File: config.mk
export PLATFORM = sky130hd
export DESIGN_NAME = uni_shift_reg
export DESIGN_NICKNAME = d
export VERILOG_FILES = /design/src/rtl/usr_pkg.sv /design/src/rtl/usr_mode_decode.sv /design/src/rtl/usr_bit_slice.sv /design/src/rtl/usr_store.sv /design/src/rtl/usr_port_ctrl.sv /design/src/rtl/uni_shift_reg.sv
export SDC_FILE = /design/constraint.sdc
export NUM_CORES = 1
export LEC_CHECK = 0
export ABC_AREA = 1
export BUFFER_PORTS_ARGS = -buffer_cell sky130_fd_sc_hd__buf_2
export CAP_MARGIN = 25
export CORE_MARGIN = 2
export CORE_UTILIZATION = 33
export DETAILED_ROUTE_END_ITERATION = 8
export PLACE_DENSITY = 0.58
export SKIP_CTS_REPAIR_TIMING = 1
export SYNTH_ARGS = -nofsm -noshare
export SYNTH_HDL_FRONTEND = slang
export SYNTH_SLANG_ARGS = --single-unit
File: constraint.sdc
create_clock -name clk -period 1.2 [get_ports clk]
set_clock_uncertainty 0.1 [all_clocks]
set_input_delay 0 -clock clk [delete_from_list [all_inputs] [get_ports clk]]
set_output_delay 0 -clock clk [all_outputs]
set_load 0.01 [all_outputs]
File: src/rtl/usr_pkg.sv
package usr_pkg;

    typedef enum logic [1:0] {
        MODE_HOLD = 2'b00,
        MODE_UP   = 2'b01,
        MODE_DN   = 2'b10,
        MODE_LOAD = 2'b11
    } mode_e;

    // One-hot choice of where each stored bit takes its next value from.
    typedef struct packed {
        logic keep;
        logic from_lower;
        logic from_upper;
        logic from_pin;
    } slice_src_t;

    function automatic slice_src_t decode_src(mode_e m);
        slice_src_t s;
        s = '0;
        unique case (m)
            MODE_HOLD: s.keep       = 1'b1;
            MODE_UP:   s.from_lower = 1'b1;
            MODE_DN:   s.from_upper = 1'b1;
            MODE_LOAD: s.from_pin   = 1'b1;
            default:   s.keep       = 1'b1;
        endcase
        return s;
    endfunction

    function automatic logic may_drive(logic en_a_n, logic en_b_n, mode_e m);
        return !(en_a_n || en_b_n) && (m != MODE_LOAD);
    endfunction

endpackage

File: src/rtl/usr_mode_decode.sv
module usr_mode_decode
    import usr_pkg::*;
(
    input  logic       clk,
    input  logic       clr_n,
    input  logic [1:0] sel,
    output mode_e      mode,
    output slice_src_t src
);

    always_comb begin
        mode = mode_e'(sel);
        src  = decode_src(mode_e'(sel));
    end

    AST_ONE_SOURCE: assert property (@(posedge clk) disable iff (!clr_n)
        $onehot(src)) else $error("slice source not one-hot");

endmodule

File: src/rtl/usr_bit_slice.sv
module usr_bit_slice
    import usr_pkg::*;
(
    input  slice_src_t src,
    input  logic       self_bit,
    input  logic       lower_bit,
    input  logic       upper_bit,
    input  logic       pin_bit,
    output logic       nxt_bit
);

    always_comb begin
        nxt_bit = self_bit;
        if (src.from_lower)      nxt_bit = lower_bit;
        else if (src.from_upper) nxt_bit = upper_bit;
        else if (src.from_pin)   nxt_bit = pin_bit;
    end

endmodule

File: src/rtl/usr_store.sv
module usr_store
    import usr_pkg::*;
#(
    parameter int WIDTH = 8
) (
    input  logic             clk,
    input  logic             clr_n,
    input  mode_e            mode,
    input  logic             sin_lsb,
    input  logic             sin_msb,
    input  logic [WIDTH-1:0] pin,
    input  logic [WIDTH-1:0] d,
    output logic [WIDTH-1:0] q
);

    localparam int TOP = WIDTH - 1;

    always_ff @(posedge clk or negedge clr_n) begin
        if (!clr_n) q <= '0;
        else        q <= d;
    end

    AST_HOLD_STABLE: assert property (@(posedge clk) disable iff (!clr_n)
        (mode == MODE_HOLD) |=> $stable(q)) else $error("hold changed word");

    AST_SHIFT_UP: assert property (@(posedge clk) disable iff (!clr_n)
        (mode == MODE_UP) |=> (q == {$past(q[TOP-1:0]), $past(sin_lsb)}))
        else $error("upward shift wrong");

    AST_SHIFT_DN: assert property (@(posedge clk) disable iff (!clr_n)
        (mode == MODE_DN) |=> (q == {$past(sin_msb), $past(q[TOP:1])}))
        else $error("downward shift wrong");

    AST_LOAD_CAPTURE: assert property (@(posedge clk) disable iff (!clr_n)
        (mode == MODE_LOAD) |=> (q == $past(pin))) else $error("load wrong");

endmodule

File: src/rtl/usr_port_ctrl.sv
module usr_port_ctrl
    import usr_pkg::*;
#(
    parameter int WIDTH = 8
) (
    input  logic             clk,
    input  logic             clr_n,
    input  mode_e            mode,
    input  logic             oe_a_n,
    input  logic             oe_b_n,
    input  logic [WIDTH-1:0] word,
    output logic [WIDTH-1:0] pio_out,
    output logic             pio_oe
);

    always_comb begin
        pio_out = word;
        pio_oe  = may_drive(oe_a_n, oe_b_n, mode);
    end

    AST_NO_DRIVE_ON_LOAD: assert property (@(posedge clk) disable iff (!clr_n)
        (mode == MODE_LOAD) |-> !pio_oe) else $error("port driven during load");

    AST_DRIVE_NEEDS_BOTH: assert property (@(posedge clk) disable iff (!clr_n)
        pio_oe |-> (!oe_a_n && !oe_b_n)) else $error("port driven while disabled");

endmodule

File: src/rtl/uni_shift_reg.sv
module uni_shift_reg
    import usr_pkg::*;
#(
    parameter int WIDTH = 8
) (
    input  logic             clk,
    input  logic             clr_n,
    input  logic [1:0]       sel,
    input  logic             sin_lsb,
    input  logic             sin_msb,
    input  logic             oe_a_n,
    input  logic             oe_b_n,
    input  logic [WIDTH-1:0] pio_in,
    output logic [WIDTH-1:0] pio_out,
    output logic             pio_oe,
    output logic             q_lo,
    output logic             q_hi
);

    localparam int TOP = WIDTH - 1;

    mode_e            mode;
    slice_src_t       src;
    logic [WIDTH-1:0] state_d;
    logic [WIDTH-1:0] state_q;

    usr_mode_decode u_dec (
        .clk  (clk),
        .clr_n(clr_n),
        .sel  (sel),
        .mode (mode),
        .src  (src)
    );

    for (genvar i = 0; i < WIDTH; i++) begin : g_slice
        logic lower_src;
        logic upper_src;
        if (i == 0) begin : g_lo_end
            assign lower_src = sin_lsb;
        end else begin : g_lo_mid
            assign lower_src = state_q[i-1];
        end
        if (i == TOP) begin : g_hi_end
            assign upper_src = sin_msb;
        end else begin : g_hi_mid
            assign upper_src = state_q[i+1];
        end
        usr_bit_slice u_slice (
            .src      (src),
            .self_bit (state_q[i]),
            .lower_bit(lower_src),
            .upper_bit(upper_src),
            .pin_bit  (pio_in[i]),
            .nxt_bit  (state_d[i])
        );
    end

    usr_store #(.WIDTH(WIDTH)) u_store (
        .clk    (clk),
        .clr_n  (clr_n),
        .mode   (mode),
        .sin_lsb(sin_lsb),
        .sin_msb(sin_msb),
        .pin    (pio_in),
        .d      (state_d),
        .q      (state_q)
    );

    usr_port_ctrl #(.WIDTH(WIDTH)) u_port (
        .clk    (clk),
        .clr_n  (clr_n),
        .mode   (mode),
        .oe_a_n (oe_a_n),
        .oe_b_n (oe_b_n),
        .word   (state_q),
        .pio_out(pio_out),
        .pio_oe (pio_oe)
    );

    assign q_lo = state_q[0];
    assign q_hi = state_q[TOP];

    AST_END_BITS: assert property (@(posedge clk) disable iff (!clr_n)
        (q_lo == pio_out[0]) && (q_hi == pio_out[TOP])) else $error("end bits differ");

endmodule

* After elaboration in Yosys (flattened, before gate mapping)
Index checks and enable logic that the tools add are counted.
Word-level totals: bits of input ports 16, output and inout port bits 11, flip-flop bits (word level) 8, logic and storage cells 36
Operators by class: muxes and demuxes 27, reductions and logical operators 4, eq/ne operators 4
Operators with widths (count):
- 1-bit 2-to-1 mux | 27
- 2-bit == test (second input constant) | 2
- 3-bit nonzero test | 1
- 2-bit by 1-bit == test with 1-bit output (second input constant) | 1
- 2-bit != test (second input constant) | 1
- 1-bit logical AND | 1
- 1-bit zero test | 1
- 1-bit logical OR | 1

* Logic depth before layout (Yosys ltp)
depth in word-level cells 5, gate-level depth with buffers 7, depth with buffers taken out 6

* By module
From an unflattened synthesis, not the netlist that was laid out.
Second synthesis, totals: cells, all modules 109, area, all modules 666.9 sq um
By module, submodules not included:
- usr_bit_slice | area an instance 43.8 sq um, seq. area each 0.0 sq um, cells each 10, instances 8
- usr_store | area an instance 200.2 sq um, seq. area each 200.2 sq um, cells each 8, instances 1
- usr_port_ctrl | area an instance 75.1 sq um, seq. area each 0.0 sq um, cells each 12, instances 1
- usr_mode_decode | area an instance 41.3 sq um, seq. area each 0.0 sq um, cells each 9, instances 1

* Least setup slack after synthesis
OpenSTA, ideal clock, no wires.
path type register to register, from register u_store.q[0], to register u_store.q[1], setup time 0.116 ns, required time 0.984 ns, stages on the path, launching flop included 7, buffers on the path 0, data arrival time 0.688 ns, slack 0.296 ns, clock period less this slack 0.904 ns, cells stage by stage dfrtp_1 nand2_1 nand2_1 nand2_1 inv_1 nand2_1 nand2_1
On the way: longest elaborated chain between the ends 1
RTL lines:
- start, declared | RTL line usr_store.sv:13 | output logic [WIDTH-1:0] q
- start signal, assigned | RTL line usr_store.sv:19 | if (!clr_n) q <= '0;
- start signal, assigned | RTL line usr_store.sv:20 | else q <= d;
- 1-bit 2-to-1 mux | RTL line usr_bit_slice.sv:14 | if (src.from_lower) nxt_bit = lower_bit;
Every way passes these cells. A chain may end at the register's enable or synchronous reset.

* Final worst setup path
from register u_store.q[5], to register u_store.q[6]
Same word-level chain as after synthesis.

==> summary.md <==
| Metric | Value |
|---|---|
| Gr busiest metal | `met2` |
| Most used DFF post-synth | `dfrtp_1` |
| Hold path startpoint | `sin_msb` |
| Drc violations | `0` |
| Worst-path clk slew | `around 0.060 ns` |
| DR vias/cell | `4.221` |
| Placed Cells | `151` |
| Final Util | `0.4609` |
| Mapped cell area | `696.9 um^2` |
| Top cell type's share of synthesized area | `0.2873` |
| Antenna violations before repair | `0` |
| TritonCTS clock tree | `yes` |
| Initial Util | `0.3516` |
| Hold_ws | `-0.003098 ns` |
| Vias in the first global route | `roughly 580` |
| Tot Pwr | `around 0.00085 W` |
| Setup Viol. Count Final | `0` |
| Routing usage on met2 | `0.2044` |
| Status | `finished with violations` |
| IO Count | `27` |
| GR Util met3 | `0.03333` |
| Fmax | `1086 MHz` |
| Largest fanout on the critical path | `4` |
| Worst hold path class | `in -> reg` |
| Setup Total Neg Slack | `0 ns` |
| Non-Filler Instances | `~160` |
| Min cycle time layout | `just over 0.9 ns` |
| Leak | `~0.57 nW` |
| GRT Residual Overflow | `0` |
| Final Hold Vio Count | `1` |
| VDD IR max | `0.4424 mV` |
| Grt met1 use | `0.1866` |
| PwrDens | `a little over 900 nW/um^2` |
| DRT Wirelength | `about 1.7 mm` |
| Post-Syn Instances | `106` |
| Core region area | `between 1500 and 2000 um^2` |
| CTS Sinks | `8` |
| Antenna-violating nets left | `0` |
| Worst Path Required | `between 1 and 1.5 ns` |
| Pin count of the biggest net entering global routing | `11` |
| Fraction of layout cells with a size suffix above 1 | `0.2647` |
| WP data arrival | `roughly 0.96 ns` |
| EDFF count, synth | `0` |
| Synth area leader | `dfrtp_1` |
| FF-to-FF setup slack | `around 0.28 ns` |
| Final worst path period share | `0.7673` |
| MaxCap Viol Count | `0` |
| Standard-cell row count | `16` |
| First-pass GRT wire length | `2.580 mm` |
| Total vias in the final route | `688` |
| DRT Pass-1 Iters | `3` |
| Synth unique cells | `11` |
| Seq cells post-synth | `8` |
| CTS buffer count | `3` |
| Logic pwr share | `0.343` |
| Total Routing Usage GR | `0.1385` |
| Crit Path Category | `reg -> reg` |
| DP HPWL | `~1.1 mm` |
| CTS H-tree lvls | `1` |
| Clock Tree Buf Depth | `2` |
| RSZ-0062 raised after global routing | `false` |
| GPL Wtd Cong | `around 0.74` |
| Crit path from | `u_store.q[5]` |
| Seq pwr share | `0.401` |
| Nets@finish | `roughly 150` |
| FF-to-FF Start | `u_store.q[5]` |
| Max FFs per register | `8` |
| Routed length per instance | `~10 um` |
| Worst Max-Slew Pin Slew | `roughly 0.23 ns` |
| CP startpoint kind | `flop` |
| Clk pwr share | `0.257` |
| Max-slew violations | `0` |
| Reg-to-Reg End | `u_store.q[6]` |
| Clk_lat worst skew | `roughly 0.26 ns` |
| Worst Reg-to-Reg Cells | `6` |
| Switching pwr | `roughly 0.00029 W` |
| Ys Warns | `0` |
| Endpoint class of the critical path | `flop` |
| Max_slew headroom | `0.8482` |
| Area Growth Syn to Fin | `31.06%` |
| PortBufs | `26` |
| Fillers | `roughly 240` |
| Failing checks | `negative hold slack` |
| Die Y | `49.96 um` |
| Worst setup path endpoint | `u_store.q[6]` |
| Net switching fraction of the power | `0.3418` |
| Root Buffer | `clkbuf_4` |
| DIE AREA | `2496 um^2` |
| Post-Syn Nets | `approximately 120` |
| Syn_area_per_cell | `6.575 um^2` |
| Synth top area cells | `dfrtp_1 (29%), nand2_1 (26%), buf_4 (11%)` |
| Sequential share of the synthesized area | `0.2873` |
| Diodes inserted | `0` |
| Async set-reset flop share out of synthesis | `1.000` |
| Pint | `~0.00056 W` |
| Biggest regs | `u_store.q (8)` |
| DR iter-0 viols | `12` |
| Most frequent cell after synthesis | `nand2_1` |
| Ranking of synthesized cells by instance count | `nand2_1 (48), inv_1 (17), buf_4 (10)` |
| Die width | `around 50 um` |
| Top reg by flops | `u_store.q` |
[power by group through the flow]
stage	logic [W]	clock network (W)	registers [W]
2_1_floorplan	0.000219	0	0.000344
3_3_place_gp	0.000269	0	0.000347
3_5_place_dp	0.000273	0	0.000346
4_1_cts	0.000274	0.000224	0.000342
5_1_grt	0.000331	0.000234	0.000349
6_report	0.000292	0.000219	0.000341
[how the worst min path moves through the flow]
stage / to / slack, ns / cells after the start
2_1_floorplan: u_store.q[0] / -0.40 / 0
3_3_place_gp: u_store.q[4] / -0.24 / 1
3_5_place_dp: u_store.q[1] / -0.23 / 1
4_1_cts: u_store.q[4] / -0.52 / 1
5_1_grt: u_store.q[4] / 0.03 / 2
6_report: u_store.q[7] / -0.003 / 7
[layout make-up]
cell class	count	area [um^2]	area share
multi-input cells	69	322.8	0.3534
inverters	19	98.84	0.1082
repair buffers	37	235.2	0.2575
flip-flops and latches	8	200.2	0.2192
well taps	27	33.78	0.03699
clock buffers	3	22.52	0.02466
[layer usage]
| layer | vias to the layer above | part of all wire |
|---|---|---|
| met2 | 12 | 0.48 |
| met5 | - | 0 |
| li1 | 368 | - |
| met1 | 306 | 0.48 |
| met4 | 0 | 0.0085 |
| met3 | 2 | 0.038 |
[critical path, cell delays in order (launching register included)]
cell	delay (ns)
dfrtp_1	0.41
nand2_1	0.07
nand2_1	0.04
nand2_1	0.06
inv_1	0.03
nand2_1	0.04
nand2_1	0.05
[per-stage QoR]
step | instance area (um^2) | setup WS [ns]
final | 913.4 | 0.2793
after global routing | 913.4 | 0.1718
after CTS | 823.3 | 0.2682
after detailed placement | 800.8 | 0.2757
after global placement | 800.8 | 0.2964
after floorplan | 696.9 | 0.2957
[cells by family (layout without fill, tap and decap cells)]
kind of cell,after synthesis,after routing,share of synthesized area
DFF,8,8,0.2873
AOI/OAI and AO/OA,1,1,0.007174
buffers and inverters,29,59,0.2495
and+or+nand+nor,68,68,0.4560
[cells in the final DEF, fill, tap and decap left out, drive strengths merged]
| cell type | netlist | layout |
|---|---|---|
| bufinv | 2 | 2 |
| nor2 | 2 | 2 |
| o21ai | 1 | 1 |
| nand3 | 8 | 8 |
| nand2 | 50 | 50 |
| dfrtp | 8 | 8 |
| inv | 17 | 17 |
| buf | 10 | 28 |
| clkbuf | 0 | 3 |
| nand3b | 8 | 8 |
| dlygate4sd3 | 0 | 9 |
Power figures use the tool's default switching activity.
